## src/rtl/spi_host_regs_pkg.sv

```systemverilog
package spi_host_regs_pkg;
  localparam logic [7:0] ADDR_VERSION  = 8'h00;
  localparam logic [7:0] ADDR_ENG_RST  = 8'h40;
  localparam logic [7:0] ADDR_IRQ_EN   = 8'h80;
  localparam logic [7:0] ADDR_IRQ_PEND = 8'h84;
  localparam logic [7:0] ADDR_IRQ_SRC  = 8'h88;
  localparam logic [7:0] ADDR_SYNC_TAG = 8'hC0;
  localparam logic [7:0] ADDR_CMD_ROOM = 8'hD0;
  localparam logic [7:0] ADDR_TX_ROOM  = 8'hD4;
  localparam logic [7:0] ADDR_RX_LVL   = 8'hD8;
  localparam logic [7:0] ADDR_CMD_PUSH = 8'hE0;
  localparam logic [7:0] ADDR_TX_PUSH  = 8'hE4;
  localparam logic [7:0] ADDR_RX_POP   = 8'hE8;
  localparam logic [7:0] ADDR_RX_PEEK  = 8'hEC;

  localparam int IRQ_W       = 4;
  localparam int IRQ_CMD_LOW = 0;
  localparam int IRQ_TX_LOW  = 1;
  localparam int IRQ_RX_HIGH = 2;
  localparam int IRQ_SYNC    = 3;

  localparam int CMD_W  = 16;
  localparam int BYTE_W = 8;
  localparam logic [7:0] VER_MAJOR = 8'd1;
endpackage

```

## src/rtl/shq_fifo.sv

```systemverilog
module shq_fifo #(
  parameter int W     = 8,
  parameter int DEPTH = 16,
  localparam int AW   = (DEPTH > 1) ? $clog2(DEPTH) : 1,
  localparam int CW   = $clog2(DEPTH + 1)
) (
  input  logic          clk_i,
  input  logic          rst_ni,
  input  logic          push_i,
  input  logic [W-1:0]  data_i,
  input  logic          pop_i,
  output logic [W-1:0]  data_o,
  output logic [CW-1:0] count_o,
  output logic          full_o,
  output logic          empty_o
);
  logic [W-1:0]  mem_q [DEPTH];
  logic [AW-1:0] wr_q, rd_q;
  logic [CW-1:0] cnt_q;
  logic          push_ok, pop_ok;

  assign full_o  = (cnt_q == CW'(DEPTH));
  assign empty_o = (cnt_q == '0);
  assign push_ok = push_i && !full_o;
  assign pop_ok  = pop_i && !empty_o;
  assign data_o  = mem_q[rd_q];
  assign count_o = cnt_q;

  always_ff @(posedge clk_i) begin
    if (push_ok) mem_q[wr_q] <= data_i;
  end

  always_ff @(posedge clk_i or negedge rst_ni) begin
    if (!rst_ni) begin
      wr_q  <= '0;
      rd_q  <= '0;
      cnt_q <= '0;
    end else begin
      if (push_ok) wr_q <= (wr_q == AW'(DEPTH - 1)) ? '0 : wr_q + 1'b1;
      if (pop_ok)  rd_q <= (rd_q == AW'(DEPTH - 1)) ? '0 : rd_q + 1'b1;
      case ({push_ok, pop_ok})
        2'b10:   cnt_q <= cnt_q + 1'b1;
        2'b01:   cnt_q <= cnt_q - 1'b1;
        default: cnt_q <= cnt_q;
      endcase
    end
  end

  // a push into a full queue is dropped
  a_r12_full_drop: assert property (@(posedge clk_i) disable iff (!rst_ni)
    (push_i && full_o && !pop_i) |=> (count_o == CW'(DEPTH)));
  // a pop from an empty queue leaves it empty
  a_r6_empty_pop: assert property (@(posedge clk_i) disable iff (!rst_ni)
    (pop_i && empty_o && !push_i) |=> empty_o);
  a_r3_count_bound: assert property (@(posedge clk_i) disable iff (!rst_ni)
    count_o <= CW'(DEPTH));
endmodule

```

## src/rtl/shq_irq_ctrl.sv

```systemverilog
module shq_irq_ctrl
  import spi_host_regs_pkg::*;
(
  input  logic             clk_i,
  input  logic             rst_ni,
  input  logic [2:0]       cond_i,
  input  logic             sync_i,
  input  logic [IRQ_W-1:0] clr_i,
  input  logic             en_we_i,
  input  logic [IRQ_W-1:0] en_i,
  output logic [IRQ_W-1:0] pend_o,
  output logic [IRQ_W-1:0] en_o,
  output logic [IRQ_W-1:0] src_o,
  output logic             irq_o
);
  logic [IRQ_W-1:0] pend_q, en_q, pend_d;

  always_comb begin
    pend_d = pend_q & ~clr_i;
    pend_d[IRQ_RX_HIGH:IRQ_CMD_LOW] = pend_d[IRQ_RX_HIGH:IRQ_CMD_LOW] | cond_i;
    if (sync_i) pend_d[IRQ_SYNC] = 1'b1;  // set beats clear
  end

  always_ff @(posedge clk_i or negedge rst_ni) begin
    if (!rst_ni) begin
      pend_q <= '0;
      en_q   <= '0;
    end else begin
      pend_q <= pend_d;
      if (en_we_i) en_q <= en_i;
    end
  end

  assign pend_o = pend_q;
  assign en_o   = en_q;
  assign src_o  = pend_q & en_q;
  assign irq_o  = |src_o;

  a_r9_cond_sets: assert property (@(posedge clk_i) disable iff (!rst_ni)
    (|cond_i) |=> ((pend_o[2:0] & $past(cond_i)) == $past(cond_i)));
  a_r8_sync_sets: assert property (@(posedge clk_i) disable iff (!rst_ni)
    sync_i |=> pend_o[IRQ_SYNC]);
  a_r9_w1c_clears: assert property (@(posedge clk_i) disable iff (!rst_ni)
    (clr_i[IRQ_SYNC] && !sync_i) |=> !pend_o[IRQ_SYNC]);
  a_r10_masked_quiet: assert property (@(posedge clk_i) disable iff (!rst_ni)
    (en_o == '0) |-> !irq_o);
endmodule

```

## src/rtl/spi_host_regs.sv

```systemverilog
module spi_host_regs
  import spi_host_regs_pkg::*;
#(
  parameter int unsigned CMD_DEPTH    = 16,
  parameter int unsigned TX_DEPTH     = 16,
  parameter int unsigned RX_DEPTH     = 16,
  parameter int unsigned CMD_LOW_MARK = 2,
  parameter int unsigned TX_LOW_MARK  = 2,
  parameter int unsigned RX_HIGH_MARK = 12,
  parameter logic [7:0]  VER_MINOR    = 8'd0,
  parameter logic [7:0]  VER_PATCH    = 8'h61
) (
  input  logic        clk_i,
  input  logic        rst_ni,
  input  logic        req_valid_i,
  output logic        req_ready_o,
  input  logic        req_write_i,
  input  logic [7:0]  req_addr_i,
  input  logic [31:0] req_wdata_i,
  output logic        rsp_valid_o,
  output logic [31:0] rsp_rdata_o,
  output logic        cmd_valid_o,
  output logic [15:0] cmd_data_o,
  input  logic        cmd_ready_i,
  output logic        tx_valid_o,
  output logic [7:0]  tx_data_o,
  input  logic        tx_ready_i,
  input  logic        rx_valid_i,
  input  logic [7:0]  rx_data_i,
  output logic        rx_ready_o,
  input  logic        sync_valid_i,
  input  logic [7:0]  sync_id_i,
  output logic        engine_rst_o,
  output logic        irq_o
);
  localparam int CMD_CW = $clog2(CMD_DEPTH + 1);
  localparam int TX_CW  = $clog2(TX_DEPTH + 1);
  localparam int RX_CW  = $clog2(RX_DEPTH + 1);

  logic wr_en, rd_en;
  assign req_ready_o = 1'b1;
  assign wr_en = req_valid_i && req_write_i;
  assign rd_en = req_valid_i && !req_write_i;

  logic [CMD_CW-1:0] cmd_cnt;
  logic [TX_CW-1:0]  tx_cnt;
  logic [RX_CW-1:0]  rx_cnt;
  logic [BYTE_W-1:0] rx_head;
  logic cmd_empty, tx_empty, rx_empty, cmd_full, tx_full, rx_full;

  shq_fifo #(.W(CMD_W), .DEPTH(CMD_DEPTH)) u_cmd_q (
    .clk_i, .rst_ni,
    .push_i (wr_en && req_addr_i == ADDR_CMD_PUSH),
    .data_i (req_wdata_i[CMD_W-1:0]),
    .pop_i  (cmd_ready_i),
    .data_o (cmd_data_o), .count_o(cmd_cnt),
    .full_o (cmd_full),   .empty_o(cmd_empty));

  shq_fifo #(.W(BYTE_W), .DEPTH(TX_DEPTH)) u_tx_q (
    .clk_i, .rst_ni,
    .push_i (wr_en && req_addr_i == ADDR_TX_PUSH),
    .data_i (req_wdata_i[BYTE_W-1:0]),
    .pop_i  (tx_ready_i),
    .data_o (tx_data_o), .count_o(tx_cnt),
    .full_o (tx_full),   .empty_o(tx_empty));

  shq_fifo #(.W(BYTE_W), .DEPTH(RX_DEPTH)) u_rx_q (
    .clk_i, .rst_ni,
    .push_i (rx_valid_i),
    .data_i (rx_data_i),
    .pop_i  (rd_en && req_addr_i == ADDR_RX_POP),
    .data_o (rx_head), .count_o(rx_cnt),
    .full_o (rx_full), .empty_o(rx_empty));

  assign cmd_valid_o = !cmd_empty;
  assign tx_valid_o  = !tx_empty;
  assign rx_ready_o  = !rx_full;

  logic unused_bits;
  assign unused_bits = ^{req_wdata_i[31:CMD_W], cmd_full, tx_full};

  logic [2:0]       wm_cond;
  logic [IRQ_W-1:0] pend, en, src;
  assign wm_cond[IRQ_CMD_LOW] = 32'(cmd_cnt) <= CMD_LOW_MARK;
  assign wm_cond[IRQ_TX_LOW]  = 32'(tx_cnt)  <= TX_LOW_MARK;
  assign wm_cond[IRQ_RX_HIGH] = 32'(rx_cnt)  >= RX_HIGH_MARK;

  shq_irq_ctrl u_irq (
    .clk_i, .rst_ni,
    .cond_i  (wm_cond),
    .sync_i  (sync_valid_i),
    .clr_i   ((wr_en && req_addr_i == ADDR_IRQ_PEND) ? req_wdata_i[IRQ_W-1:0] : '0),
    .en_we_i (wr_en && req_addr_i == ADDR_IRQ_EN),
    .en_i    (req_wdata_i[IRQ_W-1:0]),
    .pend_o  (pend), .en_o(en), .src_o(src),
    .irq_o   (irq_o));

  logic       eng_rst_q;
  logic [7:0] sync_tag_q;
  always_ff @(posedge clk_i or negedge rst_ni) begin
    if (!rst_ni) begin
      eng_rst_q  <= 1'b1;
      sync_tag_q <= '0;
    end else begin
      if (wr_en && req_addr_i == ADDR_ENG_RST) eng_rst_q <= req_wdata_i[0];
      if (sync_valid_i) sync_tag_q <= sync_id_i;
    end
  end
  assign engine_rst_o = eng_rst_q;

  logic [31:0] rd_d;
  always_comb begin
    rd_d = '0;
    unique case (req_addr_i)
      ADDR_VERSION:  rd_d = {8'h00, VER_MAJOR, VER_MINOR, VER_PATCH};
      ADDR_ENG_RST:  rd_d = 32'(eng_rst_q);
      ADDR_IRQ_EN:   rd_d = 32'(en);
      ADDR_IRQ_PEND: rd_d = 32'(pend);
      ADDR_IRQ_SRC:  rd_d = 32'(src);
      ADDR_SYNC_TAG: rd_d = 32'(sync_tag_q);
      ADDR_CMD_ROOM: rd_d = CMD_DEPTH - 32'(cmd_cnt);
      ADDR_TX_ROOM:  rd_d = TX_DEPTH - 32'(tx_cnt);
      ADDR_RX_LVL:   rd_d = 32'(rx_cnt);
      ADDR_RX_POP, ADDR_RX_PEEK: rd_d = rx_empty ? '0 : 32'(rx_head);
      default:       rd_d = '0;
    endcase
  end

  logic        rsp_valid_q;
  logic [31:0] rsp_rdata_q;
  always_ff @(posedge clk_i or negedge rst_ni) begin
    if (!rst_ni) begin
      rsp_valid_q <= 1'b0;
      rsp_rdata_q <= '0;
    end else begin
      rsp_valid_q <= rd_en;
      if (rd_en) rsp_rdata_q <= rd_d;
    end
  end
  assign rsp_valid_o = rsp_valid_q;
  assign rsp_rdata_o = rsp_rdata_q;

  a_r11_read_rsp: assert property (@(posedge clk_i) disable iff (!rst_ni)
    rd_en |=> rsp_valid_o);
  a_r11_no_spurious_rsp: assert property (@(posedge clk_i) disable iff (!rst_ni)
    !rd_en |=> !rsp_valid_o);
  a_r2_rst_write: assert property (@(posedge clk_i) disable iff (!rst_ni)
    (wr_en && req_addr_i == ADDR_ENG_RST) |=> (engine_rst_o == $past(req_wdata_i[0])));
  a_r8_tag_latch: assert property (@(posedge clk_i) disable iff (!rst_ni)
    sync_valid_i |=> (sync_tag_q == $past(sync_id_i)));
endmodule

```

## config.mk

```make
export PLATFORM = sky130hd
export DESIGN_NAME = spi_host_regs
export DESIGN_NICKNAME = d
export VERILOG_FILES = /design/src/rtl/spi_host_regs_pkg.sv /design/src/rtl/shq_fifo.sv /design/src/rtl/shq_irq_ctrl.sv /design/src/rtl/spi_host_regs.sv
export SDC_FILE = /design/constraint.sdc
export NUM_CORES = 1
export LEC_CHECK = 0
export CORE_UTILIZATION = 48
export CTS_BUF_LIST = sky130_fd_sc_hd__clkbuf_4 sky130_fd_sc_hd__clkbuf_8 sky130_fd_sc_hd__clkbuf_16
export CTS_CLUSTER_DIAMETER = 40
export DETAILED_ROUTE_END_ITERATION = 10
export DONT_BUFFER_PORTS = 1
export SETUP_SLACK_MARGIN = 0.02
export SYNTH_ARGS = -nofsm -noshare
export SYNTH_HDL_FRONTEND = slang
export SYNTH_HIERARCHICAL = 1
export SYNTH_SLANG_ARGS = --single-unit
```

## constraint.sdc

```tcl
create_clock -name clk_i -period 3.55 [get_ports clk_i]
set_clock_uncertainty 0.15 [all_clocks]
set_input_delay 0.71 -clock clk_i [delete_from_list [all_inputs] [get_ports clk_i]]
set_output_delay 0.71 -clock clk_i [all_outputs]
set_load 0.1 [all_outputs]
```

Word level (Yosys, flattened, before mapping)
Memory sizes are Yosys's and may differ from the RTL's.
Cells that the tools add are included.
- memories kept: 3
- output and inout bits: 63
- logic and storage cells: 115
- input port bits: 64
- RAM bits: 512
- register bits: 89
- $add $sub $neg: 14
- reductions and logical operators: 30
- equality and inequality tests: 27
- bitwise logic cells: 4
- mux-type cells: 19
- magnitude comparators: 3
- memory list (name ; depth ; width ; read ports ; clocked after Yosys merged registers in ; wr ports ; RTL line ; source):
    u_cmd_q.mem_q ; 16 ; 16 ; 1 ; 0 ; 1 ; shq_fifo.sv:17 ; logic [W-1:0] mem_q [DEPTH];
    u_rx_q.mem_q ; 16 ; 8 ; 1 ; 0 ; 1 ; shq_fifo.sv:17 ;
    u_tx_q.mem_q ; 16 ; 8 ; 1 ; 0 ; 1 ; shq_fifo.sv:17 ;
- operator list (cell ; count):
    $pmux 32 s10 ; 1
    $eq 8x8->1 const B ; 11
    $pmux 5 s2 ; 3
    $mux 4 ; 7
    $add 4x1->4 const B ; 6
    $eq 4x4->1 const B ; 6
    $add 5x1->5 const B ; 3
    $eq 5x5->1 const B ; 3
    $logic_not 5->1 ; 3
    $sub 5x1->5 const B ; 3
    $logic_and 1x1->1 ; 14
    $sub 5x5->6 const A ; 2
    $le 5x2->1 const B ; 2
    $and 4x4->4 ; 2
    $eq 8x7->1 const B ; 1
    $logic_not 8->1 ; 1
    $mux 8 ; 1
    $logic_not 1->1 ; 7
    $mux 1 ; 7
    $eq 2x1->1 const B ; 3
    $eq 2x2->1 const B ; 3
    $reduce_bool 2->1 ; 3
    $ge 5x4->1 const B ; 1
    $not 4->4 ; 1
    other kinds (3) ; 3

Longest topological paths before layout
Gate-level depths: netlist (run 1).
- depth in word-level cells: 6
- depth in mapped cells: 14

Hierarchy
Netlist (run 1), hierarchy kept.
- modules (own cells, without submodules) (module ; cells each ; instances ; seq. area each (µm²) ; area each (µm²)):
    shq_fifo at u_rx_q ... ; 311 ; 2 ; 4169.0 ; 5765.5
    shq_fifo at u_cmd_q ; 524 ; 1 ; 8012.7 ; 10691.5
    spi_host_regs ; 191 ; 1 ; 501.7 ; 1742.9
    shq_irq_ctrl ; 25 ; 1 ; 200.2 ; 329.1

Worst setup path after synthesis (run 1)
OpenSTA, ideal clock, no wires.
- kind: register to output
- start point: register u_tx_q.rd_q[0]
- end point: output tx_data_o[0]
- cell stages (with the launch flop): 7
- data arrival time: 3.246 ns
- buffers on the path: 2
- slack: -0.556 ns
- required time: 2.690 ns
- cells stage by stage: dfrtp_1 buf_6 and2_1 clkbuf_2 a22oi_1 mux2i_1 o21ai_0
- longest elaborated chain between the ends: 1
- RTL lines (what ; RTL line ; source):
    start, declared ; shq_fifo.sv:18 ; logic [AW-1:0] wr_q, rd_q;
    start signal, assigned ; shq_fifo.sv:40 ; if (pop_ok) rd_q <= (rd_q == AW'(DEPTH - 1)) ? '0 : rd_q + 1'b1;
    $mem_v2 16x8 ; - ;
    end, declared ; spi_host_regs.sv:26 ; output logic [7:0] tx_data_o,
Every way passes these cells.

Worst setup path in the final report (run 1)
- start point: register u_cmd_q.rd_q[0]
- end point: output cmd_data_o[5]
- longest elaborated chain between the ends: 1
- RTL lines (what ; RTL line ; source):
    start, declared ; shq_fifo.sv:18 ;
    start signal, assigned ; shq_fifo.sv:40 ;
    $mem_v2 16x16 ; - ;
    end, declared ; spi_host_regs.sv:23 ; output logic [15:0] cmd_data_o,
Every way passes these cells.

==> metrics.yaml, run 1 <==
timing.final.setup_violations: 0
post_synth_instance_area_sq_um: 24280
dieWidth_microns: 226.9
worst_path_maximum_fanout: 18
via_per_inst: 5.770
fin_tns_setup_ps: 0
floorplan.rows: 82
grt.met3_usage_pct: 4.613
ant_nets: 0
net-switching-power_uw: 8056
gr_peak_layer: "met2"
grt_max_degree: 68
core_area_sq_um: 50070
worst_slew_pin_tran_ps: 1194
vdd_ir_drop_max_mv: 0.6170
cts.sinks: 579
fillCellCount: 3880
share_of_cells_above_drive_strength_1_pct: 28.53
drt_first_pass_iters: 4
power.density_cell_area_nw_per_um2: 820.7
area_delta_synth_final_pct: 18.11
maxClockFrequency_mhz: 290.6
p_total_uw: 23540
worst_skew_pair.late_latency_ps: 610
yosys_warnings: 6
path_clk_slew_ps: 60
detail_route.drc_violations: 0
groute.layer.met1.usage_pct: 30.60
num_io_pins: 127
die_area_sq_um: 51490
maximum_capacitance_violations: 0
netSwitchingFraction_pct: 34.23
synthesis.instances: 1360
worstSetupPathType: "flop to output pin"
initial_antenna_violation_count: 0
grt_first_pass_wirelength_microns: 79460
grt_use_total_pct: 21.13
htree_num_levels: 3
timing.slew.headroom_pct: 20.33
n_antenna_cell: 0
final_max_slew_viol_count: 0
globalRoute.totalOverflow: 0
final_min_period_over_clock_period_pct: 96.92
internal_power_uw: 15480
crit_required_ps: 2690
setup.worst_path.end_class: "output pin"
postRouteWirelength_microns: 52420
die_outline_height_microns: 226.9
placedInstanceArea_sq_um: 25880
syn_avg_cell_area_sq_um: 17.85
grt_setup_unrepaired: "no"
layout.nets: 1568
dp_hpwl_microns: 32910
status: "finished, final reports clean"
grt.met2_usage_pct: 32.19
stdcell_area_sq_um: 28680
min_path_type: "input port to flop"
cts_tree: "built"
average_routed_wire_per_standard_cell_microns: 23.75
routed-via-count: 12740
share_seq_of_total_power_pct: 35.0
comb_power_share_pct: 31.3
startpoint_kind_of_the_worst_setup_timing_path: "flop"
share_clk_of_total_power_pct: 33.6
drt_first_iter_violations: 1003
clock-root-buffer: "sky130_fd_sc_hd__clkbuf_16"
grt_pass1_vias: 12810
shortest_clock_period_the_worst_path_allows_after_layout_ps: 3441
power.leakage_uw: 0.009824
numPortBuffers: 0
initial_utilization_pct: 48.50
critPathArrivalTime_ps: 2580
holdWs_ps: 46.81
clockBufferDepth: 3
mappedNetlistNets: 1458
cts_buffers: 77
gp_congestion: 0.8077
hold_viol: 0
-- layer usage --
layer	up-vias	wire [microns]
li1	5716	-
met4	0	931
met3	71	3372
met5	-	0
met2	380	24440
met1	6568	23680
-- worst paths after layout --
path | startpoint | endpoint | slack [ps] | cells past startpoint
hold reg to reg | u_irq/pend_o[2]$_DFF_PN0_ | u_irq/pend_o[2]$_DFF_PN0_ | 350 | 1
setup / recovery | u_cmd_q/rd_q[0]$_DFFE_PN0P_ | cmd_data_o[5] | 110 | 5
setup reg to reg | u_tx_q/count_o[1]$_DFFE_PN0P_ | u_tx_q/count_o[4]$_DFFE_PN0P_ | 550 | 8
max in group asynchronous | rst_ni | u_tx_q/rd_q[0]$_DFFE_PN0P_ | 2390 | 2
hold / removal | rx_data_i[5] | u_rx_q/mem_q[14][5]$_DFFE_PP_ | 50 | 0
min in group asynchronous | rst_ni | u_rx_q/wr_q[2]$_DFFE_PN0P_ | 500 | 2
-- critical path, cell delays in order (launching register included) --
cell                      delay, ps
sky130_fd_sc_hd__dfrtp_4        450
sky130_fd_sc_hd__buf_6          270
sky130_fd_sc_hd__mux4_1         620
sky130_fd_sc_hd__a32oi_1        280
sky130_fd_sc_hd__o21ai_2        120
sky130_fd_sc_hd__buf_12         220
-- power groups by stage --
stage	clock network, uW	registers [uW]	logic, uW
after CTS	8080	8240	7440
after global routing	8360	8300	7770
final	7920	8240	7380
after global placement	0	8410	7200
after floorplan	0	8090	5300
after detailed placement	0	8430	7250
-- stage by stage --
stage | instances | worst slack [ps] | utilization (%)
after floorplan | 1360 | 39.68 | -
after global placement | 2057 | 79.84 | 51.69
after detailed placement | 2057 | 8.382 | 51.69
after CTS | 2207 | 20.52 | 57.26
after global routing | 2207 | 22.82 | 57.28
final | 2207 | 109.2 | 57.28
-- placed cells by master, fill, tap and decap left out, drive strengths merged, types with 19 or more instances in the layout --
master,n
xnor2,19
o21ai,57
a22oi,40
dfrtp,66
clkinv,24
nand2,40
mux2,22
a32oi,32
buf,124
edfxtp,512
clkbuf,93
mux4,96
inv,41
mux2i,102
ha,31
nor2,56
-- sequential cells by signal, summed over array words and instances, names as in the netlist --
| register | count |
|---|---|
| engine_rst_o | 1 |
| rsp_rdata_o | 10 |
| rsp_valid_o | 1 |
| sync_tag_q | 8 |
| u_cmd_q/count_o | 5 |
| u_cmd_q/mem_q | 256 |
| u_cmd_q/rd_q | 4 |
| u_cmd_q/wr_q | 4 |
| u_irq/en_o | 4 |
| u_irq/pend_o | 4 |
| u_rx_q/count_o | 5 |
| u_rx_q/mem_q | 128 |
| u_rx_q/rd_q | 4 |
| u_rx_q/wr_q | 4 |
| u_tx_q/count_o | 5 |
| u_tx_q/mem_q | 128 |
| u_tx_q/rd_q | 4 |
| u_tx_q/wr_q | 4 |
-- timing repair --
action	in CTS	in global routing
setup endpoints to repair	20	11
gates resized for setup	4	3
endpoints found under the hold margin	67	0
hold buffers	2	0
buffers inserted	4	0
-- area by class of cell --
cell class | count | area (sq um) | share of cell area (%)
Sequential cell | 579 | 17080 | 59.54
Multi-Input combinational cell | 661 | 6698 | 23.35
Clock buffer | 93 | 2130 | 7.425
Timing Repair Buffer | 125 | 1275 | 4.446
Tap cell | 672 | 840.8 | 2.932
Clock inverter | 51 | 563.0 | 1.963
Inverter | 26 | 97.59 | 0.3403
Power figures use the tool's default switching activity.
==> run 2, diff against run 1 <==
--- a/constraint.sdc
+++ b/constraint.sdc
@@ -3,3 +3,3 @@
 set_input_delay 0.71 -clock clk_i [delete_from_list [all_inputs] [get_ports clk_i]]
 set_output_delay 0.71 -clock clk_i [all_outputs]
-set_load 0.1 [all_outputs]
+set_load 0.02 [all_outputs]
==> run 2 against run 1 <==
Net effect: worst hold slack got worse by 14 ps; power fell by 10%; critical endpoint is now cmd_data_o[1]; sequential power barely moved; die area did not move; critical path depth fell by 1; routed wire length fell by 0.32%.
==> metrics.yaml, run 2 (same netlist as run 1, synthesis figures left out) <==
maxClockFrequency_mhz: 293.1
routed-via-count: 12640
cts_buffers: 84
worstSetupPathType: "flop to output pin"
num_io_pins: 127
grt_max_degree: 68
shortest_clock_period_the_worst_path_allows_after_layout_ps: 3412
setup.worst_path.end_class: "output pin"
final_max_slew_viol_count: 0
drt_first_iter_violations: 1072
slowest_stage: "sky130_fd_sc_hd__mux4_1"
die_area_sq_um: 51490
crit_required_ps: 2690
ant_nets: 0
dieWidth_microns: 226.9
largest-register: "u_cmd_q/mem_q"
largest_register_ffs: 256
min_path_type: "input port to flop"
worst_slew_pin_tran_ps: 842.3
placement.setup.worst_slack_ps: 64.07
timing.final.ws_setup_ps: 137.8
area_delta_synth_final_pct: 17.12
share_of_cells_above_drive_strength_1_pct: 25.92
path_delay_family: "multiplexers"
startpoint_kind_of_the_worst_setup_timing_path: "flop"
timing.final.setup_violations: 0
placedInstanceArea_sq_um: 25380
hold_viol: 0
cts.sinks: 579
numPortBuffers: 0
layout.cells.most_common: "sky130_fd_sc_hd__edfxtp_1"
final_min_period_over_clock_period_pct: 96.12
grt_use_total_pct: 20.95
maximum_capacitance_violations: 0
cell_chain_critical_path: "buf_12 -> mux4_1 -> a32oi_1 -> o21ai_1"
fillCellCount: 3937
mostFrequentLayoutCells: "sky130_fd_sc_hd__edfxtp_1 (512), sky130_fd_sc_hd__mux2i_1 (102), sky130_fd_sc_hd__buf_4 (89)"
worst_skew_pair.late_latency_ps: 620
crit_path_buffers_inverters: 1
drt_first_pass_iters: 6
layout.nets: 1557
floorplan.rows: 82
initial_utilization_pct: 48.50
core_area_sq_um: 50070
power.leakage_uw: 0.009712
average_routed_wire_per_standard_cell_microns: 23.75
gp_congestion: 0.8383
dp_hpwl_microns: 32470
initial_antenna_violation_count: 0
grt_pass1_vias: 12870
cp_slowest_stage_delay_ps: 690
stdcell_area_sq_um: 28440
grt_setup_unrepaired: "no"
status: "finished, final reports clean"
power.density_cell_area_nw_per_um2: 743.3
worst_path_maximum_fanout: 29
htree_num_levels: 3
cts_tree: "built"
postRouteWirelength_microns: 52250
clockBufferDepth: 3
clock-root-buffer: "sky130_fd_sc_hd__clkbuf_16"
grt_first_pass_wirelength_microns: 79000
vdd_ir_drop_max_mv: 0.4975
die_outline_height_microns: 226.9
path_clk_slew_ps: 60
globalRoute.totalOverflow: 0
n_antenna_cell: 0
fin_tns_setup_ps: 0
critPathArrivalTime_ps: 2550
timing.slew.headroom_pct: 43.64
detail_route.drc_violations: 0
via_per_inst: 5.746
largestRegisters: "u_cmd_q/mem_q (256), u_rx_q/mem_q (128), u_tx_q/mem_q (128)"
==> run 2: final cells by class <==
type | instances | area (sq um) | area share, %
Timing Repair Buffer | 107 | 930.9 | 3.273
Clock inverter | 59 | 644.4 | 2.266
Sequential cell | 579 | 17070 | 60.04
Inverter | 26 | 97.59 | 0.3432
Tap cell | 672 | 840.8 | 2.956
Multi-Input combinational cell | 661 | 6606 | 23.23
Clock buffer | 96 | 2246 | 7.897
==> run 2: per-stage QoR <==
step / hold slack, ps / power (uW) / std cells / utilization, %
finish: 33.27 / 21140 / 2200 / 56.80
CTS: 0.1059 / 21330 / 2199 / 56.75
floorplan: 264.4 / 11680 / 1360 / -
global route: 5.673 / 22030 / 2200 / 56.80
detailed placement: 266.5 / 12870 / 2032 / 50.69
global placement: 266.4 / 12840 / 2032 / 50.69
==> run 2: final timing paths <==
check                                                    from                        endpoint  slack [ps]  depth (start not counted)
worst max-delay path              u_cmd_q/rd_q[0]$_DFFE_PN0P_                   cmd_data_o[1]         140                          4
worst max register to register  u_tx_q/count_o[0]$_DFFE_PN0P_   u_tx_q/count_o[4]$_DFFE_PN0P_         550                          8
worst min-delay path                           req_wdata_i[2]  u_cmd_q/mem_q[15][2]$_DFFE_PP_          30                          0
worst min register to register      u_irq/pend_o[2]$_DFF_PN0_       u_irq/pend_o[2]$_DFF_PN0_         350                          1
min in group asynchronous                              rst_ni       sync_tag_q[6]$_DFFE_PN0P_         510                          2
max in group asynchronous                              rst_ni     u_cmd_q/rd_q[0]$_DFFE_PN0P_        2410                          2
==> run 2: where the power goes <==
| group | switching (uW) | total [uW] | leakage (uW) | internal, uW |
|---|---|---|---|---|
| clock | 3140 | 8360 | 0.00142 | 5210 |
| sequential | 477 | 8210 | 0.00542 | 7740 |
| combinational | 2550 | 4570 | 0.00288 | 2020 |
| total | 6170 | 21100 | 0.00971 | 15000 |
==> run 2: what timing repair did <==
| item | in CTS | in global routing |
|---|---|---|
| resized for setup | 2 | 1 |
| buffers inserted | 0 | 1 |
| hold buffers | 12 | 0 |
| endpoints found under the setup margin | 8 | 5 |
| endpoints found under the hold margin | 98 | 0 |
==> run 2: routing by layer <==
| metal | routed length [microns] | up-vias | part of all wire [%] | track usage, % |
|---|---|---|---|---|
| met5 | 0 | - | 0 | 0 |
| met4 | 910 | 0 | 1.7 | 6.800 |
| met3 | 3671 | 61 | 7.0 | 4.587 |
| met2 | 24410 | 402 | 47 | 32.06 |
| met1 | 23260 | 6500 | 45 | 29.92 |
| li1 | - | 5678 | - | - |
==> run 3, diff against run 2 <==
Settings changed: CORE_ASPECT_RATIO from default to 1.5, PLACE_DENSITY from default to 0.75.
==> run 3 against run 2 <==
Net effect: critical path depth rose by 1; combinational power grew 5.7%; final cell count fell by 2.3%; worst hold slack improved by 32 ps; routed wire length rose by 0.15%; power shrank 10%; sequential power about the same; highest routed layer unchanged; non-clock buffer count rose by 10; clock power decreased by 30%; critical endpoint is now cmd_data_o[5]; flip-flop and latch count unchanged.
==> metrics.yaml, run 3 (same netlist as run 1, synthesis figures left out) <==
layout.nets: 1539
largest-register: "u_cmd_q/mem_q"
comb_power_share_pct: 25.5
layout.cells.most_common: "sky130_fd_sc_hd__edfxtp_1"
grt_max_degree: 68
worst_skew_pair.late_latency_ps: 590
worstSetupPathType: "flop to output pin"
area_delta_synth_final_pct: 12.78
initial_antenna_violation_count: 0
cts_buffers: 56
n_antenna_cell: 0
postRouteWirelength_microns: 52330
timing.rr.start: "u_tx_q/count_o[1]$_DFFE_PN0P_"
timing.final.setup_violations: 0
numPlacedInstances: 2026
drt_first_iter_violations: 1094
maximum_capacitance_violations: 0
fillCellCount: 3820
globalRoute.totalOverflow: 0
vdd_ir_drop_max_mv: 0.4789
seqCellArea_sq_um: 17070
share_clk_of_total_power_pct: 30.9
crit-reg2reg-capture: "u_tx_q/count_o[4]$_DFFE_PN0P_"
hold_depth: 0
largest_register_ffs: 256
netSwitchingFraction_pct: 29.62
min_path_type: "input port to flop"
placement.setup.worst_slack_ps: 129.3
detail_route.drc_violations: 0
core_area_sq_um: 49800
grt.met3_usage_pct: 3.098
power.leakage_uw: 0.009252
status: "finished, final reports clean"
floorplan.rows: 100
timing.slew.headroom_pct: 39.66
cts_tree: "built"
timing.final.ws_setup_ps: 152.6
ant_nets: 0
share_of_cells_above_drive_strength_1_pct: 23.42
grt_setup_unrepaired: "no"
maxClockFrequency_mhz: 294.3
cts.sinks: 579
startpoint_kind_of_the_worst_setup_timing_path: "flop"
via_per_inst: 5.885
setup.reg_to_reg.worst_slack_ps: 510
grt_first_pass_wirelength_microns: 78480
crit_required_ps: 2690
numPortBuffers: 0
fin_tns_setup_ps: 0
grt_pass1_vias: 12990
gr_peak_layer: "met2"
final_core_utilization_pct: 54.99
hold_start: "req_wdata_i[15]"
die_outline_height_microns: 277.5
gp_congestion: 0.8474
setup.worst_path.end_class: "output pin"
mostFrequentLayoutCells: "sky130_fd_sc_hd__edfxtp_1 (512), sky130_fd_sc_hd__buf_4 (109), sky130_fd_sc_hd__mux2i_1 (102)"
largestRegisters: "u_cmd_q/mem_q (256), u_rx_q/mem_q (128), u_tx_q/mem_q (128)"
internal_power_uw: 13320
grt_use_total_pct: 20.55
path_clk_slew_ps: 60
shortest_clock_period_the_worst_path_allows_after_layout_ps: 3397
final_max_slew_viol_count: 0
power.density_cell_area_nw_per_um2: 691.0
worstRegToRegCells: 8
p_total_uw: 18920
average_routed_wire_per_standard_cell_microns: 24.35
min_to: "u_cmd_q/mem_q[1][15]$_DFFE_PP_"
multiInputGateArea_sq_um: 6594
layout.cells.non_filler: 2149
die_area_sq_um: 51510
worst_path_maximum_fanout: 18
initial_utilization_pct: 48.76
num_io_pins: 127
routed-via-count: 12650
net-switching-power_uw: 5605
share_seq_of_total_power_pct: 43.5
clock-root-buffer: "sky130_fd_sc_hd__clkbuf_16"
clockBufferDepth: 3
htree_num_levels: 2
dieWidth_microns: 185.6
critPathArrivalTime_ps: 2540
dp_hpwl_microns: 33980
grt.met2_usage_pct: 37.88
drt_first_pass_iters: 5
final_min_period_over_clock_period_pct: 95.70
groute.layer.met1.usage_pct: 23.47
worst_slew_pin_tran_ps: 905.0
hold_viol: 0
## run 3: per-layer routing
layer | share of wire (%) | vias to the layer above
met5 | 0 | -
met4 | 3.9 | 0
met3 | 5.2 | 116
met2 | 55 | 426
met1 | 36 | 6501
li1 | - | 5604
## run 3: stage by stage
step	cell area, sq um	hold WS [ps]
2_1_floorplan	24300	264.4
3_3_place_gp	25360	266.1
3_5_place_dp	25360	266.1
4_1_cts	27270	32.96
5_1_grt	27390	38.05
6_report	27390	65.77
## run 3: repair_timing
action | CTS | global route
resized for setup | 3 | 1
hold endpoints to repair | 67 | 0
setup endpoints to repair | 10 | 3
hold buffers | 2 | 0
buffers inserted | 3 | 15
## run 3: final cells by class
class	instances	share of cell area, %
inverters	26	0.3564
well taps	663	3.029
multi-input cells	661	24.08
repair buffers	117	3.514
flip-flops and latches	579	62.34
clock buffers	64	5.400
clock inverters	39	1.279
## run 3: how the worst max path moves through the flow
stage,slack (ps),end,from
2_1_floorplan,40,u_cmd_q/count_o[4]$_DFFE_PN0P_,req_addr_i[2]
3_3_place_gp,190,u_cmd_q/count_o[4]$_DFFE_PN0P_,req_addr_i[2]
3_5_place_dp,130,u_cmd_q/count_o[4]$_DFFE_PN0P_,req_addr_i[2]
4_1_cts,60,cmd_data_o[5],u_cmd_q/rd_q[1]$_DFFE_PN0P_
5_1_grt,50,cmd_data_o[1],u_cmd_q/rd_q[0]$_DFFE_PN0P_
6_report,150,cmd_data_o[5],u_cmd_q/rd_q[0]$_DFFE_PN0P_
## run 3: critical path, cell delays in order (launching register included)
cell and delay [ps]:
sky130_fd_sc_hd__dfrtp_4 490, sky130_fd_sc_hd__buf_12 200, sky130_fd_sc_hd__mux4_1 620, sky130_fd_sc_hd__a32oi_1 280, sky130_fd_sc_hd__o21ai_1 140, sky130_fd_sc_hd__buf_4 210
## run 3: power groups by stage
stage	Sequential [uW]	Clock, uW	Combinational, uW
floorplan	8080	0	3600
global placement	8470	0	4390
detailed placement	8500	0	4490
CTS	8290	5960	4680
global route	8280	6220	5170
finish	8240	5850	4830
